--- src/rtl/card_pwr_pkg.sv ---
package card_pwr_pkg;

  typedef enum logic [2:0] {
    ST_OFF    = 3'd0,
    ST_PWR_UP = 3'd1,
    ST_ACTIVE = 3'd2,
    ST_DN_RST = 3'd3,
    ST_DN_CLK = 3'd4,
    ST_DN_IO  = 3'd5
  } pwr_st_e;

  localparam logic [1:0] SEL_CARD = 2'd0;
  localparam logic [1:0] SEL_BAT  = 2'd1;
  localparam logic [1:0] SEL_DCDC = 2'd2;

endpackage

--- src/rtl/cps_sync.sv ---
module cps_sync #(
  parameter int unsigned WIDTH  = 1,
  parameter int unsigned STAGES = 2
) (
  input  logic             clk,
  input  logic             rst,
  input  logic [WIDTH-1:0] d,
  output logic [WIDTH-1:0] q
);
  logic [WIDTH-1:0] stage_q [STAGES];

  always_ff @(posedge clk) begin
    if (rst) begin
      for (int i = 0; i < int'(STAGES); i++) stage_q[i] <= '0;
    end else begin
      stage_q[0] <= d;
      for (int i = 1; i < int'(STAGES); i++) stage_q[i] <= stage_q[i-1];
    end
  end

  assign q = stage_q[STAGES-1];
endmodule

--- src/rtl/cps_presence_filter.sv ---
module cps_presence_filter #(
  parameter int unsigned DEBOUNCE_CYC = 16
) (
  input  logic clk,
  input  logic rst,
  input  logic det_sync,
  input  logic pol_hi,
  input  logic enable,
  output logic present,
  output logic change_evt
);
  localparam int unsigned CW = $clog2(DEBOUNCE_CYC + 1);
  localparam logic [CW-1:0] LAST = CW'(DEBOUNCE_CYC - 1);

  logic [CW-1:0] cnt_q;
  logic          raw_present;

  assign raw_present = pol_hi ? det_sync : ~det_sync;

  always_ff @(posedge clk) begin
    if (rst) begin
      cnt_q      <= '0;
      present    <= 1'b0;
      change_evt <= 1'b0;
    end else begin
      change_evt <= 1'b0;
      if (!enable || (raw_present == present)) begin
        cnt_q <= '0;
      end else if (cnt_q == LAST) begin
        cnt_q      <= '0;
        present    <= raw_present;
        change_evt <= 1'b1;
      end else begin
        cnt_q <= cnt_q + 1'b1;
      end
    end
  end
endmodule

--- src/rtl/cps_irq_latch.sv ---
module cps_irq_latch (
  input  logic clk,
  input  logic rst,
  input  logic set_evt,
  input  logic clr,
  output logic irq_n
);
  logic flag_q;

  always_ff @(posedge clk) begin
    if (rst)          flag_q <= 1'b0;
    else if (set_evt) flag_q <= 1'b1;
    else if (clr)     flag_q <= 1'b0;
  end

  assign irq_n = ~flag_q;
endmodule

--- src/rtl/cps_seq_fsm.sv ---
module cps_seq_fsm
  import card_pwr_pkg::*;
#(
  parameter int unsigned STEP_CYC = 8
) (
  input  logic    clk,
  input  logic    rst,
  input  logic    cs_n,
  input  logic    pwr_req,
  input  logic    host_rst,
  input  logic    host_io,
  input  logic    card_present,
  input  logic    bat_good,
  input  logic    vcc_good,
  output pwr_st_e state,
  output logic    in_session,
  output logic    vcc_en,
  output logic    clk_en,
  output logic    crd_rst,
  output logic    crd_io
);
  localparam int unsigned SW = (STEP_CYC > 1) ? $clog2(STEP_CYC) : 1;
  localparam logic [SW-1:0] STEP_LAST = SW'(STEP_CYC - 1);

  pwr_st_e       st_q, st_d;
  logic [SW-1:0] step_q;
  logic          pwr_q;
  logic          step_done, abort, host_off, start_req;

  assign step_done = (step_q == STEP_LAST);
  assign abort     = !card_present || !bat_good;
  assign host_off  = !cs_n && !pwr_req;
  assign start_req = !cs_n && pwr_req && !pwr_q && card_present && bat_good;

  always_comb begin
    st_d = st_q;
    case (st_q)
      ST_OFF:    if (start_req) st_d = ST_PWR_UP;
      ST_PWR_UP: begin
        if (abort || host_off) st_d = ST_DN_RST;
        else if (vcc_good)     st_d = ST_ACTIVE;
      end
      ST_ACTIVE: if (abort || host_off) st_d = ST_DN_RST;
      ST_DN_RST: if (step_done) st_d = ST_DN_CLK;
      ST_DN_CLK: if (step_done) st_d = ST_DN_IO;
      ST_DN_IO:  if (step_done) st_d = ST_OFF;
      default:   st_d = ST_OFF;
    endcase
  end

  always_ff @(posedge clk) begin
    if (rst) begin
      st_q    <= ST_OFF;
      step_q  <= '0;
      pwr_q   <= 1'b0;
      vcc_en  <= 1'b0;
      clk_en  <= 1'b0;
      crd_rst <= 1'b0;
      crd_io  <= 1'b0;
    end else begin
      st_q    <= st_d;
      step_q  <= (st_d != st_q) ? '0 : step_q + 1'b1;
      pwr_q   <= pwr_req;
      vcc_en  <= (st_q != ST_OFF);
      clk_en  <= (st_q == ST_ACTIVE) || (st_q == ST_DN_RST);
      crd_rst <= (st_q == ST_ACTIVE) && host_rst;
      crd_io  <= ((st_q == ST_ACTIVE) || (st_q == ST_DN_RST) ||
                  (st_q == ST_DN_CLK)) && host_io;
    end
  end

  assign state      = st_q;
  assign in_session = (st_q != ST_OFF);
endmodule

--- src/rtl/cps_status_mux.sv ---
module cps_status_mux
  import card_pwr_pkg::*;
(
  input  logic       clk,
  input  logic       rst,
  input  logic       cs_n,
  input  logic [1:0] addr,
  input  logic       card_present,
  input  logic       bat_good,
  input  logic       vcc_good,
  output logic       status
);
  logic sel_bit;

  always_comb begin
    case (addr)
      SEL_CARD: sel_bit = card_present;
      SEL_BAT:  sel_bit = ~bat_good;
      SEL_DCDC: sel_bit = vcc_good;
      default:  sel_bit = 1'b1;
    endcase
  end

  always_ff @(posedge clk) begin
    if (rst) status <= 1'b1;
    else     status <= cs_n ? 1'b1 : sel_bit;
  end
endmodule

--- src/rtl/card_pwr_seq.sv ---
module card_pwr_seq
  import card_pwr_pkg::*;
#(
  parameter int unsigned DEBOUNCE_CYC = 10_000_000,
  parameter int unsigned STEP_CYC     = 8,
  parameter int unsigned SYNC_STAGES  = 2
) (
  input  logic       clk,
  input  logic       rst,
  input  logic       det_in,
  input  logic       pol_hi,
  input  logic       cs_n,
  input  logic       pwr_req,
  input  logic       host_rst,
  input  logic       host_io,
  input  logic       irq_clr,
  input  logic [1:0] addr,
  input  logic       bat_ok,
  input  logic       vcc_good,
  output logic       vcc_en,
  output logic       clk_en,
  output logic       crd_rst,
  output logic       crd_io,
  output logic       irq_n,
  output logic       status
);
  logic    det_s, bat_good, vgood_s, bat_prev_q, bat_drop;
  logic    card_present, pres_evt, in_session, irq_set;
  pwr_st_e fsm_st;

  cps_sync #(.WIDTH(3), .STAGES(SYNC_STAGES)) u_sync (
    .clk (clk),
    .rst (rst),
    .d   ({det_in, bat_ok, vcc_good}),
    .q   ({det_s, bat_good, vgood_s})
  );

  always_ff @(posedge clk) begin
    if (rst) bat_prev_q <= 1'b0;
    else     bat_prev_q <= bat_good;
  end
  assign bat_drop = bat_prev_q && !bat_good;

  cps_presence_filter #(.DEBOUNCE_CYC(DEBOUNCE_CYC)) u_filter (
    .clk        (clk),
    .rst        (rst),
    .det_sync   (det_s),
    .pol_hi     (pol_hi),
    .enable     (bat_good),
    .present    (card_present),
    .change_evt (pres_evt)
  );

  assign irq_set = pres_evt || (bat_drop && in_session);

  cps_irq_latch u_irq (
    .clk     (clk),
    .rst     (rst),
    .set_evt (irq_set),
    .clr     (irq_clr),
    .irq_n   (irq_n)
  );

  cps_seq_fsm #(.STEP_CYC(STEP_CYC)) u_fsm (
    .clk          (clk),
    .rst          (rst),
    .cs_n         (cs_n),
    .pwr_req      (pwr_req),
    .host_rst     (host_rst),
    .host_io      (host_io),
    .card_present (card_present),
    .bat_good     (bat_good),
    .vcc_good     (vgood_s),
    .state        (fsm_st),
    .in_session   (in_session),
    .vcc_en       (vcc_en),
    .clk_en       (clk_en),
    .crd_rst      (crd_rst),
    .crd_io       (crd_io)
  );

  cps_status_mux u_status (
    .clk          (clk),
    .rst          (rst),
    .cs_n         (cs_n),
    .addr         (addr),
    .card_present (card_present),
    .bat_good     (bat_good),
    .vcc_good     (vgood_s),
    .status       (status)
  );
endmodule

--- config.mk ---
export PLATFORM = sky130hd
export DESIGN_NAME = card_pwr_seq
export DESIGN_NICKNAME = d
export VERILOG_FILES = /design/src/rtl/card_pwr_pkg.sv /design/src/rtl/cps_sync.sv /design/src/rtl/cps_presence_filter.sv /design/src/rtl/cps_irq_latch.sv /design/src/rtl/cps_seq_fsm.sv /design/src/rtl/cps_status_mux.sv /design/src/rtl/card_pwr_seq.sv
export SDC_FILE = /design/constraint.sdc
export NUM_CORES = 1
export LEC_CHECK = 0
export BUFFER_PORTS_ARGS = -buffer_cell sky130_fd_sc_hd__buf_2
export CAP_MARGIN = 0
export CORE_UTILIZATION = 50
export DETAILED_ROUTE_END_ITERATION = 16
export PLACE_DENSITY = 0.69
export SETUP_SLACK_MARGIN = 0.4
export SLEW_MARGIN = 20
export SYNTH_ARGS = -nofsm -noshare
export SYNTH_HDL_FRONTEND = slang
export SYNTH_SLANG_ARGS = --single-unit
export TNS_END_PERCENT = 10
--- constraint.sdc ---
create_clock -name clk -period 2.4 [get_ports clk]
set_input_delay 0.12 -clock clk [delete_from_list [all_inputs] [get_ports clk]]
set_output_delay 0.12 -clock clk [all_outputs]
set_load 0.05 [all_outputs]
==> results.toml, run 1 <==
[critical_path]
crit_path_end_kind = "register"
path_cells = "ha_2 -> nand4_1 -> or4_4 -> or3_1 -> a21oi_1"
cp_slowest_cell = "or4_4"
start_kind = "register"
r2r_start = "u_filter.cnt_q[0]"
crit_arrival_ns = 2.12
cp.required_ns = 2.63
worst_path_largest_cell_delay_ns = 0.60
worst-path-max-fanout = 5
r2r_slack_ns = 0.51
ff2ff_path_depth = 5
rr_endpoint = "u_filter.cnt_q[18]"
crit_type = "register to register"

[synth]
synth_compound_area_frac = 0.1146
synth_cells = 231
synth-simple-area-share = 0.3090
synth_top_area_cell = "dfxtp_1"
synth_top_area_frac = 0.4485
yosys.area_share.adder = 0.01828
async_flop_share = 0
synth_mux_area_frac = 0
synthXorXnorAreaFrac = 0.07495
synth_nets = 247
avgSynthCellArea_um2 = 8.888
yosysWarnings = 0
ys.flop_type = "dfxtp_1"
syn_area_um2 = 2053
ys_types = 43
ys_ff_latch = 46
synth_edf_count = 0
synth_top_family_by_area = "simple AND/OR/NAND/NOR gates"
ys_seq_area_frac = 0.4485
synth.area.top_cells = "dfxtp_1, nor2_1, a21oi_1, xnor2_1, xor2_1"

[place]
placed_area_um2 = 2155
dp_slack_ns = 0.3615
port-buffer-count = 18
dp.cells = 289
gp_congestion = 0.7883
post-dp-hpwl_um = 2621

[cells_and_area]
num-nets-final = 265
drive_gt1_frac = 0.1480
final_util = 0.5982
fin_area_um2 = 2272
instances_no_fill = 298
area_delta_synth_final_pct = 10.66
final_common_cell = "dfxtp_1"
final_cell_mix = "dfxtp_1, nor2_1, buf_2, nand2_1, a21oi_1"
n_antenna_cell = 0

[sta]
min_period_ns = 1.886
slew_violations = 0
rsz0062_at_grt = "false"
slew_headroom = 0.5569
fin_setup_tns_ns = 0
final-setup-viol-count = 0
tightestPinTransition_ns = 0.6563
fmax_mhz = 530.2
hold_ws_ns = 0.02964
fin_ws_ns = 0.5139
fin_worst_skew_ns = 0.006163
hold_violations = 0
timing.final.crit_share = 0.7859

[detailed_routing]
drtAntennaViolNets = 0
first_pass_iters = 4
drt-initial-drc-count = 79
vias = 1648
post_drt_via_cell_ratio = 5.530
avgRoutedWirePerCell_um = 12.87
drt-total-wl_um = 3836
drc_errors = 0

[die]
num_rows = 22
pin_count = 19
fp.dieW_um = 66.08
core_region_area_um2 = 3799
start_util = 0.5405
dieArea_um2 = 4367
dieHeight_um = 66.08

[clock_tree]
cts_max_level = 2
cts_sinks = 46
cts_buffers = 5
cts_tree = "yes"
clkLatencyLatePin_ns = 0.30
cts_hold_buf = 0
clkTransAtPathRegs_ns = 0.08
clockBufferDepth = 2
clock-root-buffer = "clkbuf_8"

[pwr]
total_power_mw = 1.565
power_density_nw_per_um2 = 688.6
p_leak_nw = 0.7820
peakVddDrop_mv = 0.3832

[hold_path]
holdPathEnd = "u_sync.stage_q[0][2]"
worstHoldPathType = "input port to register"
hold_path_depth = 2
hp-start = "det_in"

[run]
max_cap_violations = 0

[global_route]
grt_start_max_net_pins = 24
grtUsageTotal = 0.1903
grt_first_pass_wirelength_um = 6223
met3_usage = 0.05690
grtUsageMet1 = 0.2519
grt_pass1_vias = 1410
antenna_found_initial = 0
use_met2 = 0.2895
overflow = 0
top_usage_layer = "met2"

[status]
status = "completed"
repair_timing:
action                                  in CTS  in global routing
endpoints found under the setup margin       4                 23
setup buffers                                1                  0
resized for setup                            0                  3
per-layer routing:
| layer | up-vias | part of all wire | wire length [um] |
|---|---|---|---|
| met5 | - | 0 | 0 |
| met4 | 0 | 0.015 | 57 |
| met3 | 5 | 0.026 | 100 |
| met2 | 16 | 0.44 | 1689 |
| met1 | 763 | 0.52 | 1988 |
| li1 | 864 | - | - |
state kept, by name (all words and copies together) (netlist names):
signal               flops
u_filter.cnt_q          24
u_sync.stage_q           6
u_filter.change_evt      1
bat_prev_q               1
u_fsm.step_q             3
u_fsm.crd_rst            1
u_filter.present         1
u_status.status          1
u_fsm.state              3
u_fsm.pwr_q              1
u_fsm.vcc_en             1
u_fsm.clk_en             1
u_irq.flag_q             1
u_fsm.crd_io             1
cells by family (layout without fill, tap and decap cells):
group                      after synthesis  count (layout)
and+or+nand+nor                        114             114
DFF                                     46              46
AOI/OAI and AO/OA                       38              38
xor gates and xnor gates                16              16
buffers and inverters                   14              33
adders and majority gates                3               3
cell type report:
cell class | instances | area (um^2)
Timing Repair Buffer | 19 | 97.59
Inverter | 6 | 22.52
Sequential cell | 46 | 920.9
Multi-Input combinational cell | 171 | 1076
Clock buffer | 6 | 82.58
Fill cell | 369 | 1526
Tap cell | 48 | 60.06
Clock inverter | 2 | 12.51
report_power, final:
group	internal (mW)	switching, mW
Combinational	0.0894	0.140
Clock	0.231	0.250
Sequential	0.810	0.0440
Total	1.13	0.434
how the worst max path moves through the flow:
stage,cells after the start,to,startpoint,slack [ns]
global placement,5,u_filter.cnt_q[20],u_filter.cnt_q[0],0.40
global route,5,u_filter.cnt_q[18],u_filter.cnt_q[0],0.40
floorplan,5,u_filter.cnt_q[18],u_filter.cnt_q[0],0.58
finish,5,u_filter.cnt_q[18],u_filter.cnt_q[0],0.51
CTS,4,u_filter.cnt_q[10],u_filter.cnt_q[13],0.40
detailed placement,5,u_filter.cnt_q[18],u_filter.cnt_q[0],0.36
synth_stat cells (6+ instances only):
master	n
dfxtp_1	46
o21ai_0	7
inv_1	6
nand3_1	10
o31ai_1	6
nor3_1	6
nor2b_1	8
nor2_1	29
xor2_1	7
nand4_1	7
nand2_1	16
or4_1	7
xnor2_1	8
a21oi_1	16
worst max-delay path: cells and delay by family (launching register included):
family,cells,cell delay (ns)
AOI/OAI and AO/OA,1,0.15
adders and majority gates,1,0.23
and+or+nand+nor,3,1.08
DFF,1,0.37
(Power assumes the default switching activity.)
==> run 2, diff against run 1 <==
==> constraint.sdc (replaced) <==
create_clock -name clk -period 1.84 [get_ports clk]
set_input_delay 0.092 -clock clk [delete_from_list [all_inputs] [get_ports clk]]
set_output_delay 0.092 -clock clk [all_outputs]
set_load 0.05 [all_outputs]
==> run 2 against run 1 <==
Sequential power is 30% higher. Die area stayed put. Non-clock buffer count is 16 higher. Largest power group unchanged.
==> results.toml, run 2 (synthesized netlist as in run 1, its figures left out) <==
[status]
status = "completed"

[pwr]
peakVddDrop_mv = 0.6347
total_power_mw = 2.054
power_density_nw_per_um2 = 839.6
p_leak_nw = 0.8644

[detailed_routing]
drt-initial-drc-count = 114
drtAntennaViolNets = 0
post_drt_via_cell_ratio = 5.430
vias = 1705
first_pass_iters = 4
avgRoutedWirePerCell_um = 12.52
drc_errors = 0
drt-total-wl_um = 3930

[place]
dp_slack_ns = 0.1394
dp.cells = 296
port-buffer-count = 18
gp_congestion = 0.8002
post-dp-hpwl_um = 2743
placed_area_um2 = 2257

[die]
dieHeight_um = 66.08
start_util = 0.5405
pin_count = 19
fp.dieW_um = 66.08
num_rows = 22
core_region_area_um2 = 3799
dieArea_um2 = 4367

[sta]
rsz0062_at_grt = "true"
final-setup-viol-count = 0
min_period_ns = 1.698
fmax_mhz = 588.9
slew_violations = 0
timing.final.crit_share = 0.9229
hold_ws_ns = 0.01688
fin_setup_tns_ns = 0
tightestPinTransition_ns = 0.3724
hold_violations = 0
fin_ws_ns = 0.1418
fin_worst_skew_ns = 0.004840
slew_headroom = 0.7491

[critical_path]
cp.required_ns = 2.08
crit_path_end_kind = "register"
worst-path-max-fanout = 10
start_kind = "register"
crit_type = "register to register"
crit_arrival_ns = 1.94

[cells_and_area]
largest_register = "u_filter.cnt_q"
num-nets-final = 281
largest_register_ffs = 24
fin_area_um2 = 2446
n_antenna_cell = 0
instances_no_fill = 314
area_delta_synth_final_pct = 19.13
top_regs = "u_filter.cnt_q: 24 flops, u_sync.stage_q: 6 flops"
multi_input_area_um2 = 1094
final_common_cell = "dfxtp_1"
fill_cells = 326
final_cell_mix = "dfxtp_1, nor2_1, buf_2, nand2_1, a21oi_1"
drive_gt1_frac = 0.2444
register_area_um2 = 948.4
final_util = 0.6439

[global_route]
grtUsageTotal = 0.2084
overflow = 0
grt_first_pass_wirelength_um = 6913
antenna_found_initial = 0
grt_start_max_net_pins = 21
grt_pass1_vias = 1519

[clock_tree]
clock-root-buffer = "clkbuf_8"
cts_sinks = 46
cts_buffers = 5
cts_tree = "yes"
cts_max_level = 2
clkLatencyLatePin_ns = 0.30
clockBufferDepth = 2
clkTransAtPathRegs_ns = 0.09

[run]
max_cap_violations = 0

[hold_path]
worstHoldPathType = "input port to register"
==> run 2: changes by cell type in the layout (fill, tap and decap cells not counted), sizes merged <==
cell,change
buf,+12
clkbuf,-1
dlygate4sd3,+4
inv,+1
==> run 2: final cells by class <==
type	instances	share of cell area
Clock buffer	5	0.02813
Clock inverter	3	0.01023
Inverter	6	0.009207
Multi-Input combinational cell	171	0.4471
Sequential cell	46	0.3877
Tap cell	48	0.02455
Timing Repair Buffer	35	0.09309
==> run 2: final timing paths <==
| path | cells past startpoint | start | slack [ns] | end |
|---|---|---|---|---|
| worst min-delay path | 2 | host_rst | 0.02 | u_fsm.crd_rst |
| worst max register to register | 4 | u_filter.cnt_q[8] | 0.14 | u_filter.cnt_q[23] |
| worst min register to register | 1 | u_sync.stage_q[0][1] | 0.45 | u_sync.stage_q[0][4] |
| worst max-delay path | 4 | u_filter.cnt_q[8] | 0.14 | u_filter.cnt_q[23] |
==> run 2: routing by layer <==
metal,global-route usage,vias up,routed length [um]
met1,0.2924,762,1990
met3,0.05862,6,206
li1,-,900,-
met2,0.3036,37,1674
met4,0.07181,0,58
met5,0,-,0
==> run 2: critical path, stage by stage (launching register included) <==
cell and delay, ns:
dfxtp_2 0.40, nand4_4 0.14, or3_4 0.45, or4_1 0.51, a21oi_1 0.14
==> run 2: power breakdown <==
group	total [mW]	switching, mW	internal [mW]
combinational	0.317	0.189	0.129
clock	0.630	0.356	0.274
sequential	1.11	0.0560	1.05
==> run 2: repair_timing <==
action                                  4_1_cts  5_1_grt
resized for setup                             1        5
setup buffers                                 6        0
pin swaps                                     1        0
hold endpoints to repair                      4        0
endpoints found under the setup margin       29       29
hold buffers                                  4        0
